### config.mk
export PLATFORM = sky130hd
export DESIGN_NAME = sm_muldiv
export DESIGN_NICKNAME = d
export VERILOG_FILES = /design/src/rtl/sm_muldiv_pkg.sv /design/src/rtl/sm_muldiv_counter.sv /design/src/rtl/sm_muldiv_mul_step.sv /design/src/rtl/sm_muldiv_div_step.sv /design/src/rtl/sm_muldiv.sv
export SDC_FILE = /design/constraint.sdc
export NUM_CORES = 1
export LEC_CHECK = 0
export BUFFER_PORTS_ARGS = -buffer_cell sky130_fd_sc_hd__buf_2
export CORE_MARGIN = 1
export CORE_UTILIZATION = 40
export CTS_CLUSTER_DIAMETER = 150
export DETAILED_ROUTE_END_ITERATION = 16
export SLEW_MARGIN = 5
export SYNTH_ARGS = -nofsm -noshare
export SYNTH_HDL_FRONTEND = slang
export SYNTH_SLANG_ARGS = --single-unit
export TNS_END_PERCENT = 1
### constraint.sdc
create_clock -name clk -period 3.7 [get_ports clk]
set_input_delay 0.74 -clock clk [delete_from_list [all_inputs] [get_ports clk]]
set_output_delay 0.74 -clock clk [all_outputs]
set_load 0.05 [all_outputs]
### src/rtl/sm_muldiv_pkg.sv
package sm_muldiv_pkg;

    typedef enum logic [1:0] {
        ST_IDLE    = 2'd0,
        ST_MUL_RUN = 2'd1,
        ST_DIV_RUN = 2'd2,
        ST_FINISH  = 2'd3
    } mdu_state_e;

    typedef enum logic {
        OP_MUL = 1'b0,
        OP_DIV = 1'b1
    } mdu_op_e;

endpackage

### src/rtl/sm_muldiv_counter.sv
module sm_muldiv_counter #(
    parameter int CNT_W = 8
) (
    input  logic             clk,
    input  logic             rst_n,
    input  logic             load,
    input  logic [CNT_W-1:0] load_val,
    input  logic             dec,
    output logic             last
);
    logic [CNT_W-1:0] cnt_q;

    always_ff @(posedge clk or negedge rst_n) begin
        if (!rst_n) begin
            cnt_q <= '0;
        end else if (load) begin
            cnt_q <= load_val;
        end else if (dec) begin
            cnt_q <= cnt_q - 1'b1;
        end
    end

    assign last = (cnt_q == {{(CNT_W-1){1'b0}}, 1'b1});
endmodule

### src/rtl/sm_muldiv_mul_step.sv
module sm_muldiv_mul_step #(
    parameter int MAG_W = 35
) (
    input  logic [MAG_W+1:0] ac_mag,
    input  logic [MAG_W-1:0] mq_mag,
    input  logic [MAG_W-1:0] mcand,
    output logic [MAG_W+1:0] ac_next,
    output logic [MAG_W-1:0] mq_next
);
    localparam int AM_W = MAG_W + 2;

    logic [AM_W-1:0] partial;

    always_comb begin
        // add when the low multiplier bit is set, truncating to the guard width
        if (mq_mag[0]) begin
            partial = ac_mag + {2'b00, mcand};
        end else begin
            partial = ac_mag;
        end
        mq_next = {partial[0], mq_mag[MAG_W-1:1]};
        ac_next = {1'b0, partial[AM_W-1:1]};
    end
endmodule

### src/rtl/sm_muldiv_div_step.sv
module sm_muldiv_div_step #(
    parameter int MAG_W = 35
) (
    input  logic [MAG_W+1:0] ac_mag,
    input  logic [MAG_W-1:0] mq_mag,
    input  logic [MAG_W-1:0] divisor,
    output logic [MAG_W+1:0] ac_next,
    output logic [MAG_W-1:0] mq_next
);
    localparam int AM_W = MAG_W + 2;

    logic [AM_W-1:0] shifted;
    logic [AM_W-1:0] dvr_ext;
    logic            fits;

    always_comb begin
        shifted = {ac_mag[AM_W-2:0], mq_mag[MAG_W-1]};
        dvr_ext = {2'b00, divisor};
        fits    = (shifted >= dvr_ext);
        ac_next = fits ? (shifted - dvr_ext) : shifted;
        mq_next = {mq_mag[MAG_W-2:0], fits};
    end
endmodule

### src/rtl/sm_muldiv.sv
module sm_muldiv
    import sm_muldiv_pkg::*;
#(
    parameter int MAG_W = 35,
    parameter int CNT_W = 8
) (
    input  logic             clk,
    input  logic             rst_n,
    input  logic             start,
    input  logic             op_sel,
    input  logic [CNT_W-1:0] step_cnt,
    input  logic [MAG_W:0]   mem_opnd,
    input  logic [MAG_W+2:0] ac_in,
    input  logic [MAG_W:0]   mq_in,
    output logic [MAG_W+2:0] ac_out,
    output logic [MAG_W:0]   mq_out,
    output logic             busy,
    output logic             done,
    output logic             div_check
);
    localparam int AM_W = MAG_W + 2;
    localparam int AC_W = MAG_W + 3;
    localparam int MQ_W = MAG_W + 1;

    mdu_state_e state_q, state_d;

    logic [AM_W-1:0]  ac_mag_q;
    logic [MAG_W-1:0] mq_mag_q;
    logic             ac_sgn_q, mq_sgn_q;
    logic [MAG_W-1:0] dvr_q;
    logic             refused_q;

    logic             accept, running, last_step;
    logic             cnt_zero, div_refuse, mul_zero;
    logic             op_sgn, ac_sgn_in, mq_sgn_in;
    logic [AM_W-1:0]  in_ac_mag;
    logic [MAG_W-1:0] in_mq_mag, op_mag;

    logic [AM_W-1:0]  mul_ac_n, div_ac_n;
    logic [MAG_W-1:0] mul_mq_n, div_mq_n;

    // ---------------- start decode ----------------
    always_comb begin
        accept     = start && (state_q == ST_IDLE);
        running    = (state_q == ST_MUL_RUN) || (state_q == ST_DIV_RUN);
        cnt_zero   = (step_cnt == '0);
        in_ac_mag  = ac_in[AM_W-1:0];
        in_mq_mag  = mq_in[MAG_W-1:0];
        op_mag     = mem_opnd[MAG_W-1:0];
        op_sgn     = mem_opnd[MAG_W];
        ac_sgn_in  = ac_in[AC_W-1];
        mq_sgn_in  = mq_in[MQ_W-1];
        div_refuse = (in_ac_mag >= {2'b00, op_mag});
        mul_zero   = (op_mag == '0) || (in_mq_mag == '0);
    end

    // ---------------- step count ----------------
    sm_muldiv_counter #(.CNT_W(CNT_W)) u_cnt (
        .clk      (clk),
        .rst_n    (rst_n),
        .load     (accept),
        .load_val (step_cnt),
        .dec      (running),
        .last     (last_step)
    );

    // ---------------- step datapaths ----------------
    sm_muldiv_mul_step #(.MAG_W(MAG_W)) u_mul (
        .ac_mag  (ac_mag_q),
        .mq_mag  (mq_mag_q),
        .mcand   (dvr_q),
        .ac_next (mul_ac_n),
        .mq_next (mul_mq_n)
    );

    sm_muldiv_div_step #(.MAG_W(MAG_W)) u_div (
        .ac_mag  (ac_mag_q),
        .mq_mag  (mq_mag_q),
        .divisor (dvr_q),
        .ac_next (div_ac_n),
        .mq_next (div_mq_n)
    );

    // ---------------- next state ----------------
    always_comb begin
        state_d = state_q;
        unique case (state_q)
            ST_IDLE: begin
                if (accept) begin
                    if (cnt_zero) begin
                        state_d = ST_FINISH;
                    end else if (op_sel == OP_DIV) begin
                        state_d = div_refuse ? ST_FINISH : ST_DIV_RUN;
                    end else begin
                        state_d = mul_zero ? ST_FINISH : ST_MUL_RUN;
                    end
                end
            end
            ST_MUL_RUN: state_d = last_step ? ST_FINISH : ST_MUL_RUN;
            ST_DIV_RUN: state_d = last_step ? ST_FINISH : ST_DIV_RUN;
            ST_FINISH:  state_d = ST_IDLE;
            default:    state_d = ST_IDLE;
        endcase
    end

    // ---------------- state register ----------------
    always_ff @(posedge clk or negedge rst_n) begin
        if (!rst_n) begin
            state_q <= ST_IDLE;
        end else begin
            state_q <= state_d;
        end
    end

    // ---------------- register file ----------------
    always_ff @(posedge clk or negedge rst_n) begin
        if (!rst_n) begin
            ac_mag_q  <= '0;
            mq_mag_q  <= '0;
            ac_sgn_q  <= 1'b0;
            mq_sgn_q  <= 1'b0;
            dvr_q     <= '0;
            refused_q <= 1'b0;
        end else if (accept) begin
            dvr_q     <= op_mag;
            refused_q <= 1'b0;
            ac_mag_q  <= in_ac_mag;
            mq_mag_q  <= in_mq_mag;
            ac_sgn_q  <= ac_sgn_in;
            mq_sgn_q  <= mq_sgn_in;
            if (!cnt_zero) begin
                if (op_sel == OP_DIV) begin
                    if (div_refuse) begin
                        refused_q <= 1'b1;
                    end else begin
                        mq_sgn_q <= ac_sgn_in ^ op_sgn;
                    end
                end else begin
                    ac_sgn_q <= mq_sgn_in ^ op_sgn;
                    mq_sgn_q <= mq_sgn_in ^ op_sgn;
                    if (mul_zero) begin
                        ac_mag_q <= '0;
                        mq_mag_q <= '0;
                    end
                end
            end
        end else if (state_q == ST_MUL_RUN) begin
            ac_mag_q <= mul_ac_n;
            mq_mag_q <= mul_mq_n;
        end else if (state_q == ST_DIV_RUN) begin
            ac_mag_q <= div_ac_n;
            mq_mag_q <= div_mq_n;
        end
    end

    // ---------------- outputs ----------------
    always_comb begin
        busy      = running;
        done      = (state_q == ST_FINISH);
        div_check = (state_q == ST_FINISH) && refused_q;
        ac_out    = {ac_sgn_q, ac_mag_q};
        mq_out    = {mq_sgn_q, mq_mag_q};
    end
endmodule

# Yosys cells after proc, flatten, opt, wreduce, memory -nomap -nowiden
# Cells that the tools add are included.
[totals] reg_bits=120 input_bits=122 out_inout_bits=77 wordCells=62
[op_classes] add_sub_neg=3 magnitude_cmp=2 n_eq_ne=5 muxes=32 bitwise=2 reduce_logical=10
[ops] cell="37-bit 2-to-1 mux" n=8
[ops] cell="35-bit 2-to-1 mux" n=6
[ops] cell="37-bit by 35-bit greater-or-equal comparator with 1-bit output" n=2
[ops] cell="35-bit logical NOT" n=2
[ops] cell="37-bit by 35-bit adder with 37-bit output" n=1
[ops] cell="37-bit by 35-bit subtractor with 37-bit output" n=1
[ops] cell="8-bit 2-to-1 mux" n=2
[ops] cell="1-bit 2-to-1 mux" n=10
[ops] cell="2-bit 2-to-1 mux" n=5
[ops] cell="8-bit by 1-bit == test with 1-bit output (second input constant)" n=1
[ops] cell="8-bit logical NOT" n=1
[ops] cell="2-bit case mux with 4 select lines" n=1
[ops] cell="8-bit by 1-bit subtractor with 8-bit output (second input constant)" n=1
[ops] cell="2-bit == test (second input constant)" n=2
[ops] cell="3-bit nonzero test" n=1
[ops] cell="2-bit by 1-bit == test with 1-bit output (second input constant)" n=1
[ops] cell="1-bit logical AND" n=2
[ops] cell="2-bit logical NOT" n=1
[ops] cell="1-bit logical OR" n=2
[ops] cell="2-bit inequality test (second input constant)" n=1
[ops] cell="2-bit nonzero test" n=1
[ops] cell="1-bit XOR" n=2

# Depth between registers and ports, before layout
# Gate-level depths: netlist (run 1).
[depth] ltp_word=7 mapped_depth=15 depth_no_buf=13

# Hierarchy
# A second synthesis (run 1) with hierarchy kept.
[hier_totals] cells_unflattened=1625 area_unflattened_um2=12704.7
[by_module_without_submodules] mod="sm_muldiv" n_inst=1 cells_per_inst=795 area_each_um2=6801.5 seq_area_each_um2=2802.7
[by_module_without_submodules] mod="sm_muldiv_mul_step" n_inst=1 cells_per_inst=365 area_each_um2=2752.6 seq_area_each_um2=0.0
[by_module_without_submodules] mod="sm_muldiv_div_step" n_inst=1 cells_per_inst=415 area_each_um2=2690.1 seq_area_each_um2=0.0
[by_module_without_submodules] mod="sm_muldiv_counter" n_inst=1 cells_per_inst=50 area_each_um2=460.4 seq_area_each_um2=200.2

# Worst setup path after synthesis (run 1)
# Ideal clock, no wire load.
[synth_path] path_type="register to register" start="register ac_mag_q[1]" end="register ac_mag_q[4]" setup_ps=126 arrival_ps=3492 t_required_ps=3574 slack_ps=82 stages_incl_launch_ff=13 path_buffers=1 period_less_slack_ps=3618 cell_sequence="dfrtp_1 ha_1 o21a_1 o31a_1 o31a_1 o31ai_4 a211oi_1 a211o_1 a31oi_4 buf_6 mux2_2 o21ai_0 a21oi_1"
[synth_via] elab_chain_len=5 elab_cells_between_ends=8 cone_classes="add/sub: 2; order compare: 1; mux: 5"
[synth_rtl] element="start: declaration" line_no="sm_muldiv.sv:27" text="logic [AM_W-1:0] ac_mag_q;"
[synth_rtl] element="start signal: assignment" line_no="sm_muldiv.sv:127" text="ac_mag_q <= in_ac_mag;"
[synth_rtl] element="start signal: assignment" line_no="sm_muldiv.sv:148" text="ac_mag_q <= mul_ac_n;"
[synth_rtl] element="start signal: assignment" line_no="sm_muldiv.sv:151" text="ac_mag_q <= div_ac_n;"
[synth_rtl] element="37-bit by 35-bit subtractor with 37-bit output / 37-bit by 35-bit greater-or-equal comparator with 1-bit output (equally long branches)" line_no="sm_muldiv_div_step.sv:20, sm_muldiv_div_step.sv:19"
[synth_rtl] element="37-bit 2-to-1 mux" line_no="sm_muldiv_div_step.sv:20" text="ac_next = fits ? (shifted - dvr_ext) : shifted;"
[synth_rtl] element="37-bit 2-to-1 mux" line_no="sm_muldiv.sv:150" text="end else if (state_q == ST_DIV_RUN) begin"
[synth_rtl] element="37-bit 2-to-1 mux (*)" line_no="sm_muldiv.sv:147" text="end else if (state_q == ST_MUL_RUN) begin"
[synth_rtl] element="37-bit 2-to-1 mux (*)" line_no="sm_muldiv.sv:124" text="end else if (accept) begin"
# Every way passes the cells marked *; elsewhere a longest branch is shown, timed or not. The select of a mux whose other input is x is not followed.
# A chain may end at the register's enable or synchronous reset.

# Final worst setup path (run 1)
[layout_path] start="register ac_mag_q[1]" end="register ac_mag_q[30]"
# The elaborated chain is that of the path after synthesis.

==> results of run 1 <==
==> per-stage QoR <==
stage	TNS (ps)	hold slack [ps]	util [%]	std cells	setup WS, ps
floorplan	0	444	-	1511	81.8
finish	0	422	49.0	2114	115
CTS	0	471	48.6	2109	3.67
global placement	0	484	46.6	2077	96.7
global route	-53.7	496	49.0	2114	-53.7
detailed placement	0	479	46.6	2077	13.2
==> registers in the layout, indices dropped and copies added (netlist names) <==
register     count
ac_sgn_q         1
ac_mag_q        37
refused_q        1
mq_sgn_q         1
u_cnt.cnt_q      8
dvr_q           35
state_q          2
mq_mag_q        35
==> logic make-up (layout without fill, tap and decap cells) <==
| family | Yosys count | after routing |
|---|---|---|
| mux | 31 | 31 |
| fa+ha+maj | 114 | 114 |
| flops | 120 | 120 |
| compound gates | 492 | 492 |
| xor+xnor | 71 | 71 |
| buf+inv | 171 | 390 |
| simple gates | 512 | 512 |
==> cell type report <==
cell class / count / area [um^2] / area share [%]
flip-flops and latches: 120 / 3010 / 21.3
repair buffers: 267 / 1600 / 11.3
clock inverters: 14 / 163 / 1.15
multi-input cells: 1220 / 8070 / 57.3
well taps: 384 / 480 / 3.41
clock buffers: 18 / 429 / 3.05
inverters: 91 / 342 / 2.42
==> critical path, stage by stage, from the launching register on <==
cell	delay [ps]
dfrtp_1	430
ha_1	330
a211oi_1	340
nor4b_1	120
a211oi_2	210
buf_4	190
o221ai_1	230
a221o_1	440
a221oi_1	300
buf_4	190
o21bai_1	90
xor2_1	150
mux2i_1	290
a211oi_1	130
==> metal layers <==
layer	up-vias	share of wire [%]	wire (um)	track usage (%)
met5	-	0.030	13	0
met4	2	3.1	1320	10.6
met3	73	7.5	3210	6.60
met2	479	44	18900	42.9
met1	5876	45	19200	38.6
li1	5909	-	-	-
==> path summary, 6_finish.rpt <==
check,to,slack [ps],cells past startpoint
max,ac_mag_q[30],110,13
min,mq_mag_q[9],420,1
max reg2reg,ac_mag_q[30],110,13
min reg2reg,ac_sgn_q,500,2
max in group asynchronous,ac_mag_q[10],2410,2
min in group clk,ac_sgn_q,500,2
==> synth_stat cells (4+ instances only) <==
cell type	count	share of area [%]
a31o_2	4	0.30
nand3_1	22	0.94
a21o_1	55	3.5
o21a_1	14	0.90
a21oi_1	115	4.9
a221oi_1	5	0.37
nor2b_1	13	0.69
o211ai_1	10	0.64
nand2_1	144	4.6
buf_1	6	0.19
nor4_1	28	1.5
o21bai_1	13	0.83
xor2_1	26	1.9
a311oi_1	4	0.30
mux2_2	12	1.2
o31ai_1	8	0.51
and2_1	9	0.48
mux2i_1	18	1.5
a21boi_0	4	0.26
nand2b_1	38	2.0
dfrtp_1	120	26
a22oi_1	13	0.83
and3_1	7	0.37
a31oi_1	12	0.64
clkbuf_1	67	2.1
buf_4	4	0.26
or3_1	37	2.0
a211oi_1	24	1.5
o22ai_1	6	0.32
o221ai_1	4	0.30
o21ai_0	127	5.4
inv_1	91	2.9
nor2_1	159	5.1
nor3_1	17	0.73
nand4_1	22	1.2
xnor2_1	45	3.4
a211o_1	4	0.30
o21ai_1	5	0.21
a32oi_1	32	2.4
ha_1	112	12
==> timing repair <==
item,4_1_cts,5_1_grt
endpoints found under the setup margin,0,20
buffers inserted,0,3
gates resized for setup,0,11
==> flow_metrics.tcl, run 1 <==
set metrics [dict create \
    cp-start-kind "register" \
    final-setup-viol-count 0 \
    fin_area_um2 14100 \
    cts_tree "built" \
    maxCapViolCount 0 \
    die_y_um 173 \
    hpwlAfterDp_mm 32.0 \
    synth_simple_gate_area_share_pct 20.8 \
    antennaDiodeCount 0 \
    ctsHoldBuffers 0 \
    rsz0062_at_grt "yes" \
    grt_pass1_wl_mm 66.7 \
    grtUsageTotal_pct 28.2 \
    synth_top_family_by_area "compound AO/OA/AOI/OAI gates" \
    final_common_cell "buf_2" \
    io_pins 199 \
    syn_area_per_cell_um2 7.75 \
    rows 62 \
    fill_cells 2867 \
    nNetsFinal 1953 \
    drc 0 \
    final_cell_mix "buf_2, nor2_1, nand2_1, o21ai_0, dfrtp_1" \
    arrival_ps 3900 \
    cts_buffers 17 \
    fmax_ghz 0.279 \
    fin_skew_ps 11.9 \
    gp_congestion 0.949 \
    core-area_um2 28800 \
    synth-main-ff-cell "dfrtp_1" \
    placed_area_um2 13400 \
    synth_seq_cells 120 \
    synth_compound_area_share_pct 27.4 \
    synth-xor-area-share_pct 5.31 \
    clk-insertion-delay-late_ps 450 \
    yosysUniqueCellTypes 71 \
    dieArea_um2 30000 \
    clock_sinks 120 \
    drv_slew 0 \
    drive_gt1_share_pct 19.5 \
    endpoint_kind "register" \
    ant_nets 0 \
    cp.required_ps 4010 \
    worstMarginPinSlew_ps 980 \
    postSynthCellCount 1511 \
    initial_utilization_pct 40.7 \
    drt-vias-per-instance 5.84 \
    outcome "finished, final reports clean" \
    clockBufferDepth 2 \
    wl_per_cell_um 20.2 \
    cp-startpoint "ac_mag_q[1]" \
    slew_headroom_pct 34.7 \
    synth_async_sr_flop_share_pct 100 \
    path_clk_slew_ps 70 \
    clock-root-buffer "clkbuf_16" \
    synth_edf_count 0 \
    gr-total-overflow 0 \
    syn-cell-area_um2 11700 \
    wirelength_mm 42.7 \
    cp_max_fo 4 \
    vias 12300 \
    syn_nets 1747 \
    die_w_um 173 \
    ys_seq_area_share_pct 25.6 \
    antenna_found_initial 1 \
    area_growth_pct 20.3 \
    critPathKind "reg -> reg" \
    hold_viol 0 \
    r2r_start "ac_mag_q[1]" \
    hp-class "in -> async" \
    grt_pass1_vias 11800 \
    drt_iter0_markers 1122 \
    htreeDepth 4 \
    yosys_warnings 0 \
    period_needed_ps 3590 \
    firstDrtPassIters 5 \
    synth_fa_ha_area_share_pct 12.3 \
    muxShareOfSynthArea_pct 2.79 \
    period_share_pct 96.9 \
    grt_max_degree 97 \
    port_buffers 198 \
]
Power of run 1 is left out: the tool's default activity adds up to more than one toggle a clock period on the data nets, which glitch-free logic cannot reach.
==> inputs of run 2 (changes only) <==
==> constraint.sdc (replaced) <==
create_clock -name clk -period 3.1 [get_ports clk]
set_input_delay 0.62 -clock clk [delete_from_list [all_inputs] [get_ports clk]]
set_output_delay 0.62 -clock clk [all_outputs]
set_load 0.05 [all_outputs]
==> flow_metrics.tcl, run 2 (synthesis gave the netlist of run 1 again) <==
set metrics [dict create \
    stdcell_count 2281 \
    drc 0 \
    drt_iter0_markers 1080 \
    die_y_um 173 \
    core-area_um2 28800 \
    hold_viol 0 \
    io_pins 199 \
    period_needed_ps 3390 \
    rr_worst_depth 14 \
    maxCapViolCount 0 \
    critPathKind "reg -> reg" \
    hp-class "in -> async" \
    cts_tree "built" \
    clock-root-buffer "clkbuf_16" \
    r2r_slack_ps -290 \
    firstDrtPassIters 6 \
    worstPathCellList "buf_6 -> ha_4 -> nor2b_4 -> o31a_1 -> o31a_1 -> o31ai_4 -> a211oi_2 -> a211o_1 -> a31oi_4 -> buf_12 -> buf_12 -> mux2_4 -> mux2i_1 -> a311oi_1" \
    cp-start-kind "register" \
    grt_pass1_vias 12300 \
    dpl.cell_count 2234 \
    port_buffers 198 \
    r2r-end "ac_mag_q[15]" \
    gp_congestion 0.929 \
    cp_max_fo 6 \
    final_common_cell "buf_4" \
    clk-insertion-delay-late_ps 450 \
    drt-vias-per-instance 5.74 \
    rsz0062_at_grt "yes" \
    clock_sinks 120 \
    arrival_ps 3680 \
    die_w_um 173 \
    crit_slowest_cell "dfrtp_2" \
    fin_skew_ps 20.3 \
    cp_num_buf_inv 3 \
    area_growth_pct 34.7 \
    setup_slack_ps -285 \
    endpoint_kind "register" \
    nNetsFinal 2119 \
    path_clk_slew_ps 80 \
    crit_path_max_incr_delay_ps 420 \
    antenna_found_initial 1 \
    wl_per_cell_um 19.5 \
    cp-startpoint "ac_mag_q[0]" \
    grtUsageTotal_pct 28.9 \
    final_cell_mix "buf_4, buf_2, nor2_1, nand2_1, a21oi_1" \
    gr-total-overflow 0 \
    endpoint "ac_mag_q[15]" \
    hpwlAfterDp_mm 33.5 \
    dieArea_um2 30000 \
    largest-register "ac_mag_q" \
    largest_register_ffs 37 \
    initial_utilization_pct 40.7 \
    rows 62 \
    ant_nets 0 \
    grt_pass1_wl_mm 68.2 \
    ctsHoldBuffers 0 \
    cp.required_ps 3390 \
    grt_max_degree 50 \
    htreeDepth 4 \
    critical-path-top-delay-family "compound AO/OA/AOI/OAI gates" \
    reg_top3 "ac_mag_q: 37 flops, dvr_q: 35 flops, mq_mag_q: 35 flops" \
    clockBufferDepth 2 \
    final-setup-viol-count 38 \
    outcome "finished with violations" \
    slew_headroom_pct 41.9 \
    cp_num_cells 14 \
    drv_slew 0 \
    drive_gt1_share_pct 29.9 \
    failed_checks "negative setup slack" \
    fmax_ghz 0.295 \
    wirelength_mm 44.4 \
    r2r_start "ac_mag_q[0]" \
    vias 13100 \
    period_share_pct 109 \
    cts_buffers 17 \
    worstMarginPinSlew_ps 871 \
]
run 2: area by class of cell:
class | count | area, um^2
inverters | 91 | 344
well taps | 384 | 480
multi-input cells | 1220 | 8430
flip-flops and latches | 120 | 3020
fillers | 2695 | 13000
clock inverters | 15 | 174
diodes | 1 | 2.50
clock buffers | 17 | 425
repair buffers | 433 | 2890
run 2: worst min-delay path by stage:
stage,slack [ps],endpoint
detailed placement,470,mq_sgn_q
CTS,200,mq_mag_q[14]
global placement,470,mq_sgn_q
global route,230,mq_mag_q[14]
floorplan,320,ac_mag_q[0]
finish,210,mq_mag_q[14]
run 2: what timing repair did:
| item | CTS | global route |
|---|---|---|
| pin swaps | 11 | 30 |
| gates cloned | 1 | 2 |
| setup endpoints to repair | 38 | 59 |
| gates resized for setup | 27 | 72 |
| hold endpoints to repair | 0 | 0 |
| buffers inserted | 5 | 7 |
run 2: metrics by stage:
stage / setup TNS (ps) / hold WS, ps / area, um^2 / worst slack [ps] / util (%)
final: -8050 / 210 / 15800 / -285 / 54.8
after CTS: -5990 / 202 / 15400 / -275 / 53.6
after global routing: -11960 / 231 / 15800 / -391 / 54.8
after floorplan: -3720 / 324 / 11800 / -175 / -
after detailed placement: -18420 / 466 / 14600 / -497 / 50.9
after global placement: -16770 / 466 / 14600 / -446 / 50.9
run 2: worst reg2reg max path: stages (launching register included):
cell      delay, ps
dfrtp_2         420
buf_6           140
ha_4            210
nor2b_4         120
o31a_1          290
o31a_1          320
o31ai_4         270
a211oi_2        120
a211o_1         320
a31oi_4         220
buf_12          150
buf_12          140
mux2_4          300
mux2i_1         120
a311oi_1        100
run 2: routing by layer:
layer | vias up | global-route usage, % | routed length (um)
met1 | 6208 | 40.0 | 19800
met2 | 549 | 44.7 | 19800
li1 | 6257 | - | -
met5 | - | 0 | 0
met4 | 0 | 10.8 | 1430
met3 | 86 | 5.10 | 3330
Power of run 2 is left out for the same reason.
